==> config.mk <==
export PLATFORM = sky130hd
export DESIGN_NAME = casc_cap_timer
export DESIGN_NICKNAME = d
export VERILOG_FILES = /design/src/rtl/ctt_pkg.sv /design/src/rtl/ctt_prescaler.sv /design/src/rtl/ctt_edge_sync.sv /design/src/rtl/ctt_channel.sv /design/src/rtl/casc_cap_timer.sv
export SDC_FILE = /design/constraint.sdc
export NUM_CORES = 1
export LEC_CHECK = 0
export CAP_MARGIN = 20
export CORE_MARGIN = 2
export CORE_UTILIZATION = 35
export CTS_CLUSTER_SIZE = 30
export DETAILED_ROUTE_END_ITERATION = 10
export DONT_BUFFER_PORTS = 1
export GPL_TIMING_DRIVEN = 0
export SYNTH_ARGS = -nofsm -noshare
export SYNTH_HDL_FRONTEND = slang
export SYNTH_HIERARCHICAL = 1
export SYNTH_SLANG_ARGS = --single-unit
==> constraint.sdc <==
create_clock -name clk -period 9.6 [get_ports clk]
set_clock_uncertainty 0.05 [all_clocks]
set_input_delay 0.48 -clock clk [delete_from_list [all_inputs] [get_ports clk]]
set_output_delay 0.48 -clock clk [all_outputs]
set_load 0.05 [all_outputs]
==> src/rtl/ctt_pkg.sv <==
package ctt_pkg;
  localparam int CNT_W = 16;
  localparam int ADDR_W = 3;
  localparam int SEL_W = 3;

  typedef enum logic [ADDR_W-1:0] {
    A_START  = 3'd0,
    A_SEL_LO = 3'd1,
    A_SEL_HI = 3'd2,
    A_CNT_LO = 3'd3,
    A_CNT_HI = 3'd4,
    A_CAP_LO = 3'd5,
    A_CAP_HI = 3'd6
  } reg_addr_e;

  localparam logic [SEL_W-1:0] SEL_CHAIN = 3'b111;
  localparam int NUM_DIV = 4;
endpackage

==> src/rtl/ctt_prescaler.sv <==
module ctt_prescaler #(
  parameter int NUM_DIV = 4,
  parameter int STEP_LOG2 = 2
) (
  input  logic               clk,
  input  logic               rst,
  input  logic               en,
  output logic [NUM_DIV-1:0] ticks
);
  localparam int PRE_W = STEP_LOG2 * (NUM_DIV - 1);

  logic [PRE_W-1:0] pre_q;

  always_ff @(posedge clk) begin
    if (rst) pre_q <= '0;
    else if (en) pre_q <= pre_q + 1'b1;
  end

  assign ticks[0] = en;
  for (genvar i = 1; i < NUM_DIV; i++) begin : g_div
    assign ticks[i] = en && (&pre_q[STEP_LOG2*i-1:0]);
  end
endmodule

==> src/rtl/ctt_edge_sync.sv <==
module ctt_edge_sync #(
  parameter int STAGES = 2
) (
  input  logic clk,
  input  logic rst,
  input  logic pin,
  output logic rise
);
  logic [STAGES:0] chain_q;

  always_ff @(posedge clk) begin
    if (rst) chain_q <= '0;
    else chain_q <= {chain_q[STAGES-1:0], pin};
  end

  assign rise = chain_q[STAGES-1] && !chain_q[STAGES];
endmodule

==> src/rtl/ctt_channel.sv <==
module ctt_channel #(
  parameter int  CNT_W = 16,
  parameter int  SEL_W = 3,
  parameter int  NUM_DIV = 4,
  parameter bit  CHAIN_EN = 1'b0
) (
  input  logic               clk,
  input  logic               rst,
  input  logic               run,
  input  logic [SEL_W-1:0]   sel,
  input  logic [NUM_DIV-1:0] ticks,
  input  logic               chain_up,
  input  logic               chain_dn,
  input  logic               dir_dn,
  input  logic               ld_cnt,
  input  logic               ld_cap,
  input  logic [CNT_W-1:0]   wdata,
  input  logic               cap_evt,
  output logic [CNT_W-1:0]   cnt,
  output logic [CNT_W-1:0]   cap,
  output logic               wrap_up,
  output logic               wrap_dn
);
  localparam logic [SEL_W-1:0] SEL_CHAIN = '1;
  localparam logic [CNT_W-1:0] CNT_MAX = '1;

  logic up_step, dn_step, tick_sel;

  always_comb begin
    tick_sel = 1'b0;
    if (int'(sel) < NUM_DIV) tick_sel = ticks[sel[1:0]];
  end

  always_comb begin
    up_step = 1'b0;
    dn_step = 1'b0;
    if (run) begin
      if (CHAIN_EN && sel == SEL_CHAIN) begin
        up_step = chain_up;
        dn_step = chain_dn;
      end else begin
        up_step = tick_sel && !dir_dn;
        dn_step = tick_sel && dir_dn;
      end
    end
  end

  always_ff @(posedge clk) begin
    if (rst) cnt <= '0;
    else if (ld_cnt) cnt <= wdata;
    else if (up_step) cnt <= cnt + 1'b1;
    else if (dn_step) cnt <= cnt - 1'b1;
  end

  always_ff @(posedge clk) begin
    if (rst) cap <= '0;
    else if (ld_cap) cap <= wdata;
    else if (cap_evt) cap <= cnt;
  end

  assign wrap_up = up_step && !ld_cnt && (cnt == CNT_MAX);
  assign wrap_dn = dn_step && !ld_cnt && (cnt == '0);
endmodule

==> src/rtl/casc_cap_timer.sv <==
module casc_cap_timer
  import ctt_pkg::*;
(
  input  logic              clk,
  input  logic              rst,
  input  logic              clk_en,
  input  logic              count_down,
  input  logic              bus_we,
  input  logic [ADDR_W-1:0] bus_addr,
  input  logic [CNT_W-1:0]  bus_wdata,
  output logic [CNT_W-1:0]  bus_rdata,
  input  logic              cap_pin_lo,
  input  logic              cap_pin_hi
);
  localparam int NCH = 2;

  logic [NCH-1:0]     start_q;
  logic [SEL_W-1:0]   sel_q [NCH];
  logic [CNT_W-1:0]   cnt [NCH];
  logic [CNT_W-1:0]   cap [NCH];
  logic [NCH-1:0]     wrap_up, wrap_dn, rise, pins, ld_cnt, ld_cap;
  logic [NUM_DIV-1:0] ticks;

  assign pins = {cap_pin_hi, cap_pin_lo};

  always_ff @(posedge clk) begin
    if (rst) begin
      start_q <= '0;
      sel_q[0] <= '0;
      sel_q[1] <= '0;
    end else if (bus_we) begin
      case (bus_addr)
        A_START:  start_q  <= bus_wdata[NCH-1:0];
        A_SEL_LO: sel_q[0] <= bus_wdata[SEL_W-1:0];
        A_SEL_HI: sel_q[1] <= bus_wdata[SEL_W-1:0];
        default: ;
      endcase
    end
  end

  assign ld_cnt[0] = bus_we && bus_addr == A_CNT_LO;
  assign ld_cnt[1] = bus_we && bus_addr == A_CNT_HI;
  assign ld_cap[0] = bus_we && bus_addr == A_CAP_LO;
  assign ld_cap[1] = bus_we && bus_addr == A_CAP_HI;

  ctt_prescaler #(.NUM_DIV(NUM_DIV), .STEP_LOG2(2)) u_pre (
    .clk(clk), .rst(rst), .en(clk_en), .ticks(ticks)
  );

  for (genvar c = 0; c < NCH; c++) begin : g_ch
    ctt_edge_sync #(.STAGES(2)) u_sync (
      .clk(clk), .rst(rst), .pin(pins[c]), .rise(rise[c])
    );

    ctt_channel #(
      .CNT_W(CNT_W), .SEL_W(SEL_W), .NUM_DIV(NUM_DIV), .CHAIN_EN(c == 1)
    ) u_ch (
      .clk(clk), .rst(rst),
      .run(start_q[c]),
      .sel(sel_q[c]),
      .ticks(ticks),
      .chain_up(c == 1 ? wrap_up[0] : 1'b0),
      .chain_dn(c == 1 ? wrap_dn[0] : 1'b0),
      .dir_dn(c == 0 ? count_down : 1'b0),
      .ld_cnt(ld_cnt[c]),
      .ld_cap(ld_cap[c]),
      .wdata(bus_wdata),
      .cap_evt(rise[c]),
      .cnt(cnt[c]),
      .cap(cap[c]),
      .wrap_up(wrap_up[c]),
      .wrap_dn(wrap_dn[c])
    );
  end

  always_comb begin
    bus_rdata = '0;
    case (bus_addr)
      A_START:  bus_rdata = {{(CNT_W-NCH){1'b0}}, start_q};
      A_SEL_LO: bus_rdata = {{(CNT_W-SEL_W){1'b0}}, sel_q[0]};
      A_SEL_HI: bus_rdata = {{(CNT_W-SEL_W){1'b0}}, sel_q[1]};
      A_CNT_LO: bus_rdata = cnt[0];
      A_CNT_HI: bus_rdata = cnt[1];
      A_CAP_LO: bus_rdata = cap[0];
      A_CAP_HI: bus_rdata = cap[1];
      default:  bus_rdata = '0;
    endcase
  end
endmodule

-- Word-level counts from Yosys, hierarchy flattened
Memories as Yosys holds them, arrays and structs flattened.
Cells that the tools add are included.
- RAM bits: 6
- flip-flop bits (word level): 78
- memories: 1
- bits of input ports: 26
- output and inout bits: 16
- word-level logic and storage cells: 92
- bitwise logic cells: 2
- order comparisons: 4
- add/sub/neg operators: 5
- eq/ne operators: 8
- reductions and logical operators: 29
- mux-type cells: 35
- memory list (name ; words ; bits a word ; rd ports ; clocked after Yosys merged registers in ; write ports ; RTL line ; text):
    sel_q ; 2 ; 3 ; 2 ; 0 ; 2 ; casc_cap_timer.sv:18 ; logic [SEL_W-1:0] sel_q [NCH];
- operators by type and width (operator ; number):
    2-to-1 mux 16 bit ; 10
    case mux 16 bit (7 select lines) ; 1
    adder 16 x 1 -> 16 bit (second input constant) ; 2
    subtractor 16 x 1 -> 16 bit (second input constant) ; 2
    2-to-1 mux 1 bit ; 20
    equality test 16 bit (second input constant) ; 1
    zero test 16 bit ; 1
    logical AND 1 bit ; 15
    equality test 3 bit (second input constant) ; 4
    adder 6 x 1 -> 6 bit (second input constant) ; 1
    equality test 3 x 2 -> 1 bit (second input constant) ; 2
    less-than comparator 2 x 3 -> 1 bit (second input constant) ; 2
    less-than comparator 3 bit (second input constant) ; 2
    2-to-1 mux 3 bit ; 2
    AND reduction 6 bit ; 1
    nonzero test 3 bit ; 2
    binary-select mux 1 bit (select 2 bit) ; 2
    zero test 1 bit ; 4
    AND reduction 2 bit ; 2
    AND reduction 4 bit ; 1
    nonzero test 2 bit ; 2
    equality test 3 x 1 -> 1 bit (second input constant) ; 1
    zero test 3 bit ; 1
    OR 1 bit ; 2

-- Longest topological paths before layout
Gate-level depths: netlist of the first run.
- depth in word-level cells: 14
- mapped depth: 19
- gate-level depth less buffers: 18

-- By module
Netlist of the first run, hierarchy kept.
- by module, submodules not included (module ; times used ; cells an instance ; area an instance (sq um) ; seq. area each (sq um)):
    ctt_channel (g_ch[0].u_ch) ; 1 ; 298 ; 2398.6 ; 640.6
    ctt_channel (g_ch[1].u_ch) ; 1 ; 292 ; 2366.0 ; 640.6
    casc_cap_timer ; 1 ; 118 ; 985.9 ; 220.2
    ctt_prescaler ; 1 ; 28 ; 267.8 ; 120.1
    ctt_edge_sync ; 2 ; 7 ; 87.6 ; 60.1

-- Least setup slack after synthesis of the first run
OpenSTA, ideal clock, no wires.
- path kind: flip-flop to flip-flop
- start: register u_pre.pre_q[0]
- end: register g_ch[1].u_ch.cnt[10]
- stages on the path, launching flop included: 18
- setup slack: 5539 ps
- data arrival time: 3893 ps
- clock period less this slack: 4061 ps
- path buffers: 1
- library setup time: 119 ps
- required time: 9431 ps
- path through: dfxtp_1 ha_1 and4_2 mux4_2 and3b_1 buf_6 nand2b_4 nor2_1 nand4_1 nand2_1 nand2_1 ha_1 nor2b_1 o31a_1 a41oi_1 o21ai_0 xor2_1 o221a_2
- word-level cells in the longest chain between the ends: 13
- elaborated cells on any way between the ends: 27
- classes of those cells: 14 x mux; 13 x reduce/logical
- ends and longest elaborated chain (what ; RTL line ; text):
    start, declared ; ctt_prescaler.sv:12 ; logic [PRE_W-1:0] pre_q;
    start signal, assigned ; ctt_prescaler.sv:16 ; else if (en) pre_q <= pre_q + 1'b1;
    AND reduction 4 bit * ; ctt_prescaler.sv:21 ; assign ticks[i] = en && (&pre_q[STEP_LOG2*i-1:0]);
    logical AND 1 bit * ; ctt_prescaler.sv:21 ;
    named net ticks[2] ; casc_cap_timer.sv:22 ; logic [NUM_DIV-1:0] ticks;
    binary-select mux 1 bit (select 2 bit) * ; ctt_channel.sv:31 ; if (int'(sel) < NUM_DIV) tick_sel = ticks[sel[1:0]];
    2-to-1 mux 1 bit (implied by the code) * ; ctt_channel.sv:31 ;
    2-to-1 mux 1 bit * ; ctt_channel.sv:31 ;
    logical AND 1 bit * ; ctt_channel.sv:42 ; up_step = tick_sel && !dir_dn;
    2-to-1 mux 1 bit * ; ctt_channel.sv:37 ; if (run) begin
    logical AND 1 bit * (2 in series) ; ctt_channel.sv:61 ; assign wrap_up = up_step && !ld_cnt && (cnt == CNT_MAX);
    named net wrap_up[0] ; casc_cap_timer.sv:21 ; logic [NCH-1:0] wrap_up, wrap_dn, rise, pins, ld_cnt, ld_cap;
    2-to-1 mux 1 bit * ; ctt_channel.sv:38 ; if (CHAIN_EN && sel == SEL_CHAIN) begin
    2-to-1 mux 1 bit * ; ctt_channel.sv:37 ;
    2-to-1 mux 16 bit ; ctt_channel.sv:51 ; else if (up_step) cnt <= cnt + 1'b1;
    2-to-1 mux 16 bit ; ctt_channel.sv:50 ; else if (ld_cnt) cnt <= wdata;
    end signal, assigned ; ctt_channel.sv:50 ;
    end signal, assigned ; ctt_channel.sv:51 ;
    end signal, assigned ; ctt_channel.sv:52 ; else if (dn_step) cnt <= cnt - 1'b1;
    end, declared ; ctt_channel.sv:19 ; output logic [CNT_W-1:0] cnt,
Mark *: on every way through the listed nets, which the timed path passes. The rest lies on a longest branch. The select of a mux whose other input is x is not followed.
A chain may end at the register's enable or synchronous reset.

-- Worst setup path after layout of the first run
- start: register u_pre.pre_q[0]
- end: register g_ch[1].u_ch.cnt[15]
Same word-level chain as after synthesis.

==> results of run 1 <==
## power breakdown
part | switching [mW] | leakage, nW | internal (mW)
Sequential | 0.0119 | 0.690 | 0.363
Combinational | 0.0822 | 1.77 | 0.0591
Clock | 0.135 | 0.144 | 0.216
Total | 0.229 | 2.60 | 0.639
## flip-flops by register name, indices dropped and copies added (netlist names)
name	cells
u_pre/pre_q	6
g_ch.u_ch/cap	32
start_q	2
sel_q	6
g_ch.u_ch/cnt	32
g_ch.u_sync/chain_q	6
## area by class of cell
class                      count  area, um^2
fill                        1808       10440
multi-input combinational    581        4040
sequential                    84        1742
tap                          225       281.5
clock buffer                  15       267.8
buffer                        43       215.2
inverter                      26       100.1
timing repair buffer           8       60.06
clock inverter                 1       30.03
## final timing paths
kind | start | to | slack (ns) | cells past startpoint
min | rst | g_ch[1].u_sync/chain_q[0] | 0.16 | 1
min reg2reg | g_ch[1].u_sync/chain_q[0] | g_ch[1].u_sync/chain_q[1] | 0.39 | 1
max | u_pre/pre_q[0] | g_ch[1].u_ch/cnt[15] | 4.85 | 17
max reg2reg | u_pre/pre_q[0] | g_ch[1].u_ch/cnt[15] | 4.85 | 17
## per-layer routing
metal,GRT usage [%],vias up,part of all wire [%]
met5,0,-,0
met4,6.134,0,1.8
met3,2.796,23,3.8
met2,33.75,113,48
met1,25.30,2534,46
li1,-,2721,-
## stage by stage
stage                     instances  hold WS (ns)  utilization (%)
after floorplan                 734        0.3638                -
after global placement          959        0.3712            37.14
after detailed placement        967        0.3750            37.49
after CTS                       983        0.1480            39.22
after global routing            983        0.1476            39.22
final                           983        0.1607            39.22
==> impl_metrics.env, run 1 <==
export IMPL_synth_area_um2=6097
export IMPL_p_per_area_nw_per_um2=128.9
export IMPL_total_power_mw=0.8680
export IMPL_tns_ns=0
export IMPL_worst_ep_required_time_ns=9.76
export IMPL_die_area_um2=18490
export IMPL_post_drt_wl_per_cell_um=17.87
export IMPL_die_x_um=136.0
export IMPL_stdcell_area_um2=6736
export IMPL_grt_pass1_vias=5093
export IMPL_status="finished, final reports clean"
export IMPL_grt_usage_pct=19.60
export IMPL_max_slew_margin_pct=22.84
export IMPL_crit_path_frequent_cell="nand2_1"
export IMPL_insertedDiodeCount=0
export IMPL_drt_iter0_drc=398
export IMPL_cpMaxStageDelayCell="o41ai_1"
export IMPL_crit_fanout=18
export IMPL_antenna_left=0
export IMPL_tightest_slew_ns=1.179
export IMPL_post_cts_buffers=0
export IMPL_drv_slew=0
export IMPL_via_per_inst=5.484
export IMPL_cp_end_kind="flop"
export IMPL_max_freq_mhz=210.7
export IMPL_cts_made_buffers=9
export IMPL_grt_max_degree=22
export IMPL_routed_wl_um=17570
export IMPL_firstDrtPassIters=5
export IMPL_max_cap_violations=0
export IMPL_path_class="flop to flop"
export IMPL_post_place_ws_ns=4.762
export IMPL_min_delay_path_class="primary input to flop"
export IMPL_cts_tree="done"
export IMPL_setup_ws_ns=4.853
export IMPL_fin_nets=814
export IMPL_critPathBufInv=1
export IMPL_h_tree_depth=3
export IMPL_slowest_delay_ns=0.59
export IMPL_gp_congestion=0.8784
export IMPL_post_route_period_util_pct=49.45
export IMPL_final_cell_mix="nor2_1, dfxtp_1, a21oi_1"
export IMPL_ctsHoldBuffers=0
export IMPL_initial_core_util_pct=35.50
export IMPL_dpl_cell_area_um2=6439
export IMPL_syn2layout_area_growth_pct=10.49
export IMPL_core_um2=17180
export IMPL_synth_warnings=6
export IMPL_drive_above_1_share_pct=10.03
export IMPL_pin_count=42
export IMPL_finalCriticalPeriod_ns=4.747
export IMPL_ctsResizeCount=0
export IMPL_cts_sinks=84
export IMPL_port_buffers=0
export IMPL_path_delay_family="simple AND/OR/NAND/NOR gates"
export IMPL_cts_root_buf="clkbuf_16"
export IMPL_clkSlewWorstSetupHoldPaths_ns=0.06
export IMPL_grt_pass1_wl_um=28480
export IMPL_hpwl_um=13760
export IMPL_leakage_nw=2.602
export IMPL_peakVddDrop_v=0.0001014
export IMPL_grt_ovfl_total=0
export IMPL_die_h_um=136.0
export IMPL_vias=5391
export IMPL_final_common_cell="nor2_1"
export IMPL_grt_antenna_before_repair=0
export IMPL_avgSynthCellArea_um2=8.307
export IMPL_finalSetupViolCount=0
export IMPL_clk_latency_ns=0.34
export IMPL_crit_path_start_kind="flop"
export IMPL_rsz0062_at_grt="false"
export IMPL_cp_arrival_ns=4.90
export IMPL_hold_viol=0
export IMPL_synth_cells=734
export IMPL_drc=0
export IMPL_rows=48
export IMPL_clk_path_buf_depth=2
export IMPL_crit_chain="ha_1 -> and4_2 -> mux4_2 -> and3b_1 -> buf_6 -> nand2b_4 -> nor2_1 -> nand4_1 -> nand2_1 -> nand2_1 -> ha_1 -> o21ai_0 -> o211ai_1 -> nand2_1 -> o41ai_1 -> xnor2_1 -> o2bb2ai_1"
export IMPL_synth_fp_nets=795
No activity file was read; power rests on OpenSTA's default activity.
==> inputs of run 2 (changes only) <==
==> constraint.sdc (replaced) <==
create_clock -name clk -period 4.9 [get_ports clk]
set_clock_uncertainty 0.05 [all_clocks]
set_input_delay 0.245 -clock clk [delete_from_list [all_inputs] [get_ports clk]]
set_output_delay 0.245 -clock clk [all_outputs]
set_load 0.05 [all_outputs]
==> impl_metrics.env, run 2 (synthesis results as in run 1) <==
export IMPL_cp_end_kind="flop"
export IMPL_finalCriticalPeriod_ns=4.519
export IMPL_top_regs="g_ch.u_ch/cap x32, g_ch.u_ch/cnt x32"
export IMPL_clk_latency_ns=0.34
export IMPL_status="finished, final reports clean"
export IMPL_cts_tree="done"
export IMPL_cp_arrival_ns=4.68
export IMPL_drt_iter0_drc=468
export IMPL_rsz0062_at_grt="false"
export IMPL_vias=5520
export IMPL_p_per_area_nw_per_um2=248.8
export IMPL_clk_path_buf_depth=2
export IMPL_die_area_um2=18490
export IMPL_hpwl_um=13760
export IMPL_timing_rr_start="u_pre/pre_q[0]"
export IMPL_cpMaxStageDelayCell="o41ai_1"
export IMPL_min_path_cells=2
export IMPL_worst_hold_startpoint="bus_wdata[0]"
export IMPL_path_class="flop to flop"
export IMPL_grt_pass1_wl_um=29240
export IMPL_insertedDiodeCount=0
export IMPL_sequentialPowerShare_pct=43.0
export IMPL_final_common_cell="nor2_1"
export IMPL_worst_ep_required_time_ns=5.06
export IMPL_max_cap_violations=0
export IMPL_path_delay_family="simple AND/OR/NAND/NOR gates"
export IMPL_finalSetupViolCount=0
export IMPL_reg2reg_to="g_ch[1].u_ch/cnt[15]"
export IMPL_gp_congestion=0.8784
export IMPL_crit_path_start_kind="flop"
export IMPL_drv_slew=0
export IMPL_die_x_um=136.0
export IMPL_routed_wl_um=18050
export IMPL_reg2regPathDepth=17
export IMPL_max_slew_margin_pct=22.81
export IMPL_cts_sinks=84
export IMPL_die_h_um=136.0
export IMPL_cts_root_buf="clkbuf_16"
export IMPL_max_freq_mhz=221.3
export IMPL_clkSlewWorstSetupHoldPaths_ns=0.06
export IMPL_crit_chain="ha_1 -> and4_2 -> mux4_2 -> and3b_1 -> buf_6 -> nand2b_4 -> nor2_1 -> nand4_1 -> nand2_1 -> nand2_2 -> ha_1 -> o21ai_0 -> o211ai_1 -> nand2_1 -> o41ai_1 -> xnor2_1 -> o2bb2ai_1"
export IMPL_crit_fanout=18
export IMPL_post_cts_buffers=0
export IMPL_p_int_mw=1.259
export IMPL_rows=48
export IMPL_critPathBufInv=1
export IMPL_port_buffers=0
export IMPL_final_cell_mix="nor2_1, dfxtp_1, a21oi_1"
export IMPL_drc=0
export IMPL_syn2layout_area_growth_pct=12.83
export IMPL_tightest_slew_ns=1.161
export IMPL_pin_count=42
export IMPL_post_route_period_util_pct=92.23
export IMPL_antenna_left=0
export IMPL_rrSetupSlack_ns=0.38
export IMPL_leakage_nw=2.662
export IMPL_grt_ovfl_total=0
export IMPL_min_delay_path_class="primary input to flop"
export IMPL_cp_num_cells=17
export IMPL_power_frac_clock_pct=40.0
export IMPL_initial_core_util_pct=35.50
export IMPL_grt_max_degree=19
export IMPL_tns_ns=0
export IMPL_fin_nets=828
export IMPL_h_tree_depth=3
export IMPL_slowest_delay_ns=0.58
export IMPL_comb_power_share_pct=17.0
export IMPL_hold_ws_ns=0.01087
export IMPL_crit_path_end="g_ch[1].u_ch/cnt[15]"
export IMPL_swShare_pct=26.42
export IMPL_core_um2=17180
export IMPL_grt_pass1_vias=5170
export IMPL_total_power_mw=1.711
export IMPL_grt_usage_pct=20.21
export IMPL_switchingPower_mw=0.4521
export IMPL_peakVddDrop_v=0.0001976
export IMPL_critPathLaunch="u_pre/pre_q[0]"
export IMPL_fillers=1801
export IMPL_hold_viol=0
export IMPL_via_per_inst=5.537
export IMPL_grt_antenna_before_repair=0
export IMPL_postLayoutCoreUtil_pct=40.05
export IMPL_firstDrtPassIters=5
export IMPL_post_drt_wl_per_cell_um=18.10
export IMPL_cts_made_buffers=9
export IMPL_drive_above_1_share_pct=9.974
==> run 2: changes by cell type in the layout (fill, tap and decap cells not counted) <==
| cell | before | now |
|---|---|---|
| dlygate4sd3_1 | 0 | 14 |
| nand2_2 | 0 | 1 |
| nand2_1 | 59 | 58 |
==> run 2: how the worst min path moves through the flow <==
stage / endpoint
CTS: g_ch[1].u_ch/cap[0]
floorplan: u_pre/pre_q[5]
detailed placement: g_ch[1].u_sync/chain_q[0]
global placement: g_ch[1].u_sync/chain_q[0]
global route: g_ch[0].u_ch/cap[10]
finish: g_ch[1].u_ch/cap[0]
==> run 2: per-layer routing <==
| layer | track usage, % | routed length [um] | vias to the layer above |
|---|---|---|---|
| met5 | 0 | 0 | - |
| li1 | - | - | 2747 |
| met3 | 2.722 | 813 | 26 |
| met4 | 6.944 | 386 | 0 |
| met2 | 33.67 | 8532 | 131 |
| met1 | 26.85 | 8318 | 2616 |
==> run 2: power by group through the flow <==
stage	Sequential, mW	Combinational (mW)	Clock [mW]
floorplan	0.741	0.225	0
detailed placement	0.750	0.274	0
global route	0.738	0.319	0.725
CTS	0.735	0.289	0.698
finish	0.736	0.290	0.685
global placement	0.750	0.271	0
==> run 2: metrics by stage <==
stage,area [um^2],setup WS (ns),std cells
2_1_floorplan,6097,0.8577,734
3_3_place_gp,6379,0.1304,959
3_5_place_dp,6439,0.1104,967
4_1_cts,6877,0.08774,997
5_1_grt,6879,0.04194,997
6_report,6879,0.3807,997
==> run 2: area by class of cell <==
type                       instances  area (um^2)  area share [%]
multi-input combinational        581         4043           58.77
sequential                        84         1742           25.32
clock buffer                      15        267.8           3.892
clock inverter                     1        30.03          0.4365
inverter                          26        100.1           1.455
tap                              225        281.5           4.092
timing repair buffer              22        200.2           2.910
buffer                            43        215.2           3.128
==> run 2: repair_timing <==
item	CTS	global route
hold buffers	14	0
hold endpoints to repair	31	0
setup endpoints to repair	0	5
resized for setup	0	1
==> inputs of run 3 (changes only) <==
--- a/config.mk
+++ b/config.mk
@@ -7,7 +7,7 @@
 export LEC_CHECK = 0
 export CAP_MARGIN = 20
 export CORE_MARGIN = 2
-export CORE_UTILIZATION = 35
+export CORE_UTILIZATION = 40
 export CTS_CLUSTER_SIZE = 30
 export DETAILED_ROUTE_END_ITERATION = 10
 export DONT_BUFFER_PORTS = 1
==> impl_metrics.env, run 3 (synthesis results as in run 1) <==
export IMPL_status="finished, final reports clean"
export IMPL_die_h_um=127.5
export IMPL_die_area_um2=16250
export IMPL_slowest_delay_ns=0.47
export IMPL_clk_path_buf_depth=2
export IMPL_drc=0
export IMPL_grt_pass1_vias=5481
export IMPL_gp_congestion=0.9010
export IMPL_globalRouteMet1Util_pct=27.93
export IMPL_initial_core_util_pct=40.56
export IMPL_dpl_cell_area_um2=6385
export IMPL_gr_usage_met2_pct=40.52
export IMPL_reg2regPathDepth=18
export IMPL_fin_nets=828
export IMPL_holdPathEnd="g_ch[1].u_sync/chain_q[0]"
export IMPL_h_tree_depth=3
export IMPL_busiest_layer="met2"
export IMPL_crit_fanout=18
export IMPL_stdcell_area_um2=6909
export IMPL_max_slew_margin_pct=21.38
export IMPL_via_per_inst=5.800
export IMPL_drv_slew=0
export IMPL_path_delay_family="simple AND/OR/NAND/NOR gates"
export IMPL_grt_max_degree=19
export IMPL_vias=5574
export IMPL_firstDrtPassIters=5
export IMPL_finalCriticalPeriod_ns=4.585
export IMPL_post_drt_wl_per_cell_um=19.14
export IMPL_routed_wl_um=18390
export IMPL_final_cell_mix="nor2_1, dfxtp_1, a21oi_1"
export IMPL_p_per_area_nw_per_um2=268.6
export IMPL_p_int_mw=1.384
export IMPL_core_um2=15030
export IMPL_port_buffers=0
export IMPL_reg2reg_to="g_ch[1].u_ch/cnt[10]"
export IMPL_cp_end_kind="flop"
export IMPL_cpMaxStageDelayCell="mux4_2"
export IMPL_peakVddDrop_v=0.0001498
export IMPL_post_route_period_util_pct=93.57
export IMPL_comb_power_share_pct=15.8
export IMPL_rrSetupSlack_ns=0.31
export IMPL_worst_ep_required_time_ns=5.08
export IMPL_final_common_cell="nor2_1"
export IMPL_cts_sinks=84
export IMPL_setup_ws_ns=0.3148
export IMPL_cp_arrival_ns=4.77
export IMPL_max_freq_mhz=218.1
export IMPL_grt_pass1_wl_um=29330
export IMPL_hold_ws_ns=0.0009869
export IMPL_max_cap_violations=0
export IMPL_critPathBufInv=2
export IMPL_syn2layout_area_growth_pct=13.32
export IMPL_rows=45
export IMPL_crit_path_start_kind="flop"
export IMPL_clk_latency_ns=0.34
export IMPL_min_delay_path_class="primary input to flop"
export IMPL_leakage_nw=2.711
export IMPL_grt_ovfl_total=0
export IMPL_path_class="flop to flop"
export IMPL_drive_above_1_share_pct=10.36
export IMPL_timing_rr_start="u_pre/pre_q[0]"
export IMPL_min_path_cells=1
export IMPL_hold_viol=0
export IMPL_grt_usage_pct=22.84
export IMPL_use_met3_pct=4.062
export IMPL_crit_chain="ha_1 -> and4_2 -> mux4_2 -> and3b_1 -> buf_6 -> nand2b_4 -> nor2_1 -> nand4_1 -> nand2_1 -> nand2_4 -> inv_1 -> fa_1 -> nor2b_1 -> o31a_1 -> a41oi_1 -> o21ai_0 -> xor2_1 -> o221a_2"
export IMPL_sequentialPowerShare_pct=39.6
export IMPL_switchingPower_mw=0.4715
export IMPL_rsz0062_at_grt="false"
export IMPL_grt_antenna_before_repair=1
export IMPL_die_x_um=127.5
export IMPL_antenna_left=0
export IMPL_tightest_slew_ns=1.201
export IMPL_post_place_ws_ns=-0.01023
export IMPL_post_cts_buffers=0
export IMPL_drt_iter0_drc=349
export IMPL_clkSlewWorstSetupHoldPaths_ns=0.06
export IMPL_cts_made_buffers=9
export IMPL_worst_hold_startpoint="cap_pin_hi"
export IMPL_swShare_pct=25.41
export IMPL_postLayoutCoreUtil_pct=45.96
export IMPL_dp_cells=929
export IMPL_finalSetupViolCount=0
export IMPL_hpwl_um=14140
export IMPL_power_frac_clock_pct=44.6
export IMPL_pin_count=42
export IMPL_cts_tree="done"
export IMPL_top_regs="g_ch.u_ch/cap x32, g_ch.u_ch/cnt x32"
export IMPL_stdcell_count=961
export IMPL_cts_root_buf="clkbuf_16"
## run 3: cell types whose count changed in the layout (fill, tap and decap cells not counted)
cell and change:
clkbuf_1 -4, bufinv_16 +3, clkbuf_8 -2, clkinv_2 +2, buf_4 -1, clkinv_4 +1
diode_2 +1, dlygate4sd3_1 +1, nand2_2 -1, nand2_4 +1
## run 3: worst reg2reg max path: stages (launching register included)
cell      delay [ns]
dfxtp_1         0.35
ha_1            0.24
and4_2          0.27
mux4_2          0.47
and3b_1         0.20
buf_6           0.15
nand2b_4        0.23
nor2_1          0.13
nand4_1         0.11
nand2_1         0.13
nand2_4         0.23
inv_1           0.14
fa_1            0.40
nor2b_1         0.21
o31a_1          0.22
a41oi_1         0.27
o21ai_0         0.32
xor2_1          0.11
o221a_2         0.23
## run 3: worst max path at each step
stage / slack (ns) / endpoint / cells after the start / start
4_1_cts: 0.22 / g_ch[1].u_ch/cnt[10] / 18 / u_pre/pre_q[0]
2_1_floorplan: 0.86 / g_ch[1].u_ch/cnt[10] / 17 / u_pre/pre_q[0]
6_report: 0.31 / g_ch[1].u_ch/cnt[10] / 18 / u_pre/pre_q[0]
5_1_grt: 0.07 / g_ch[1].u_ch/cnt[10] / 18 / u_pre/pre_q[0]
3_3_place_gp: 0.05 / g_ch[1].u_ch/cnt[10] / 18 / u_pre/pre_q[0]
3_5_place_dp: -0.01 / g_ch[1].u_ch/cnt[10] / 18 / u_pre/pre_q[0]
## run 3: stage by stage
step	TNS [ns]	total power [mW]
4_1_cts	0	1.863
3_5_place_dp	-0.01023	1.024
2_1_floorplan	0	0.9655
6_report	0	1.856
5_1_grt	0	1.920
3_3_place_gp	0	1.018
## run 3: power by group through the flow
| stage | Combinational [mW] | Clock (mW) | Sequential [mW] |
|---|---|---|---|
| floorplan | 0.225 | 0 | 0.741 |
| global placement | 0.269 | 0 | 0.749 |
| detailed placement | 0.275 | 0 | 0.750 |
| CTS | 0.291 | 0.838 | 0.734 |
| global route | 0.320 | 0.862 | 0.738 |
| finish | 0.293 | 0.828 | 0.735 |
## run 3: layout make-up
| class | instances | area (um^2) |
|---|---|---|
| buffer | 43 | 215.2 |
| inverter | 26 | 100.1 |
| timing repair buffer | 22 | 202.7 |
| antenna | 1 | 2.502 |
| clock inverter | 7 | 138.9 |
| sequential | 84 | 1742 |
| fill | 1459 | 8124 |
| tap | 188 | 235.2 |
| multi-input combinational | 581 | 4048 |
| clock buffer | 9 | 225.2 |
## run 3: timing repair
| action | in CTS | in global routing |
|---|---|---|
| resized for setup | 1 | 1 |
| hold endpoints to repair | 33 | 0 |
| endpoints found under the setup margin | 1 | 3 |
| hold buffers | 15 | 0 |
## run 3: per-layer routing
layer  part of all wire (%)  routed length (um)  up-vias
li1                       -                   -     2753
met1                     44                8038     2666
met2                     50                9141      127
met3                    4.4                 814       28
met4                    2.1                 395        0
met5                      0                   0        -
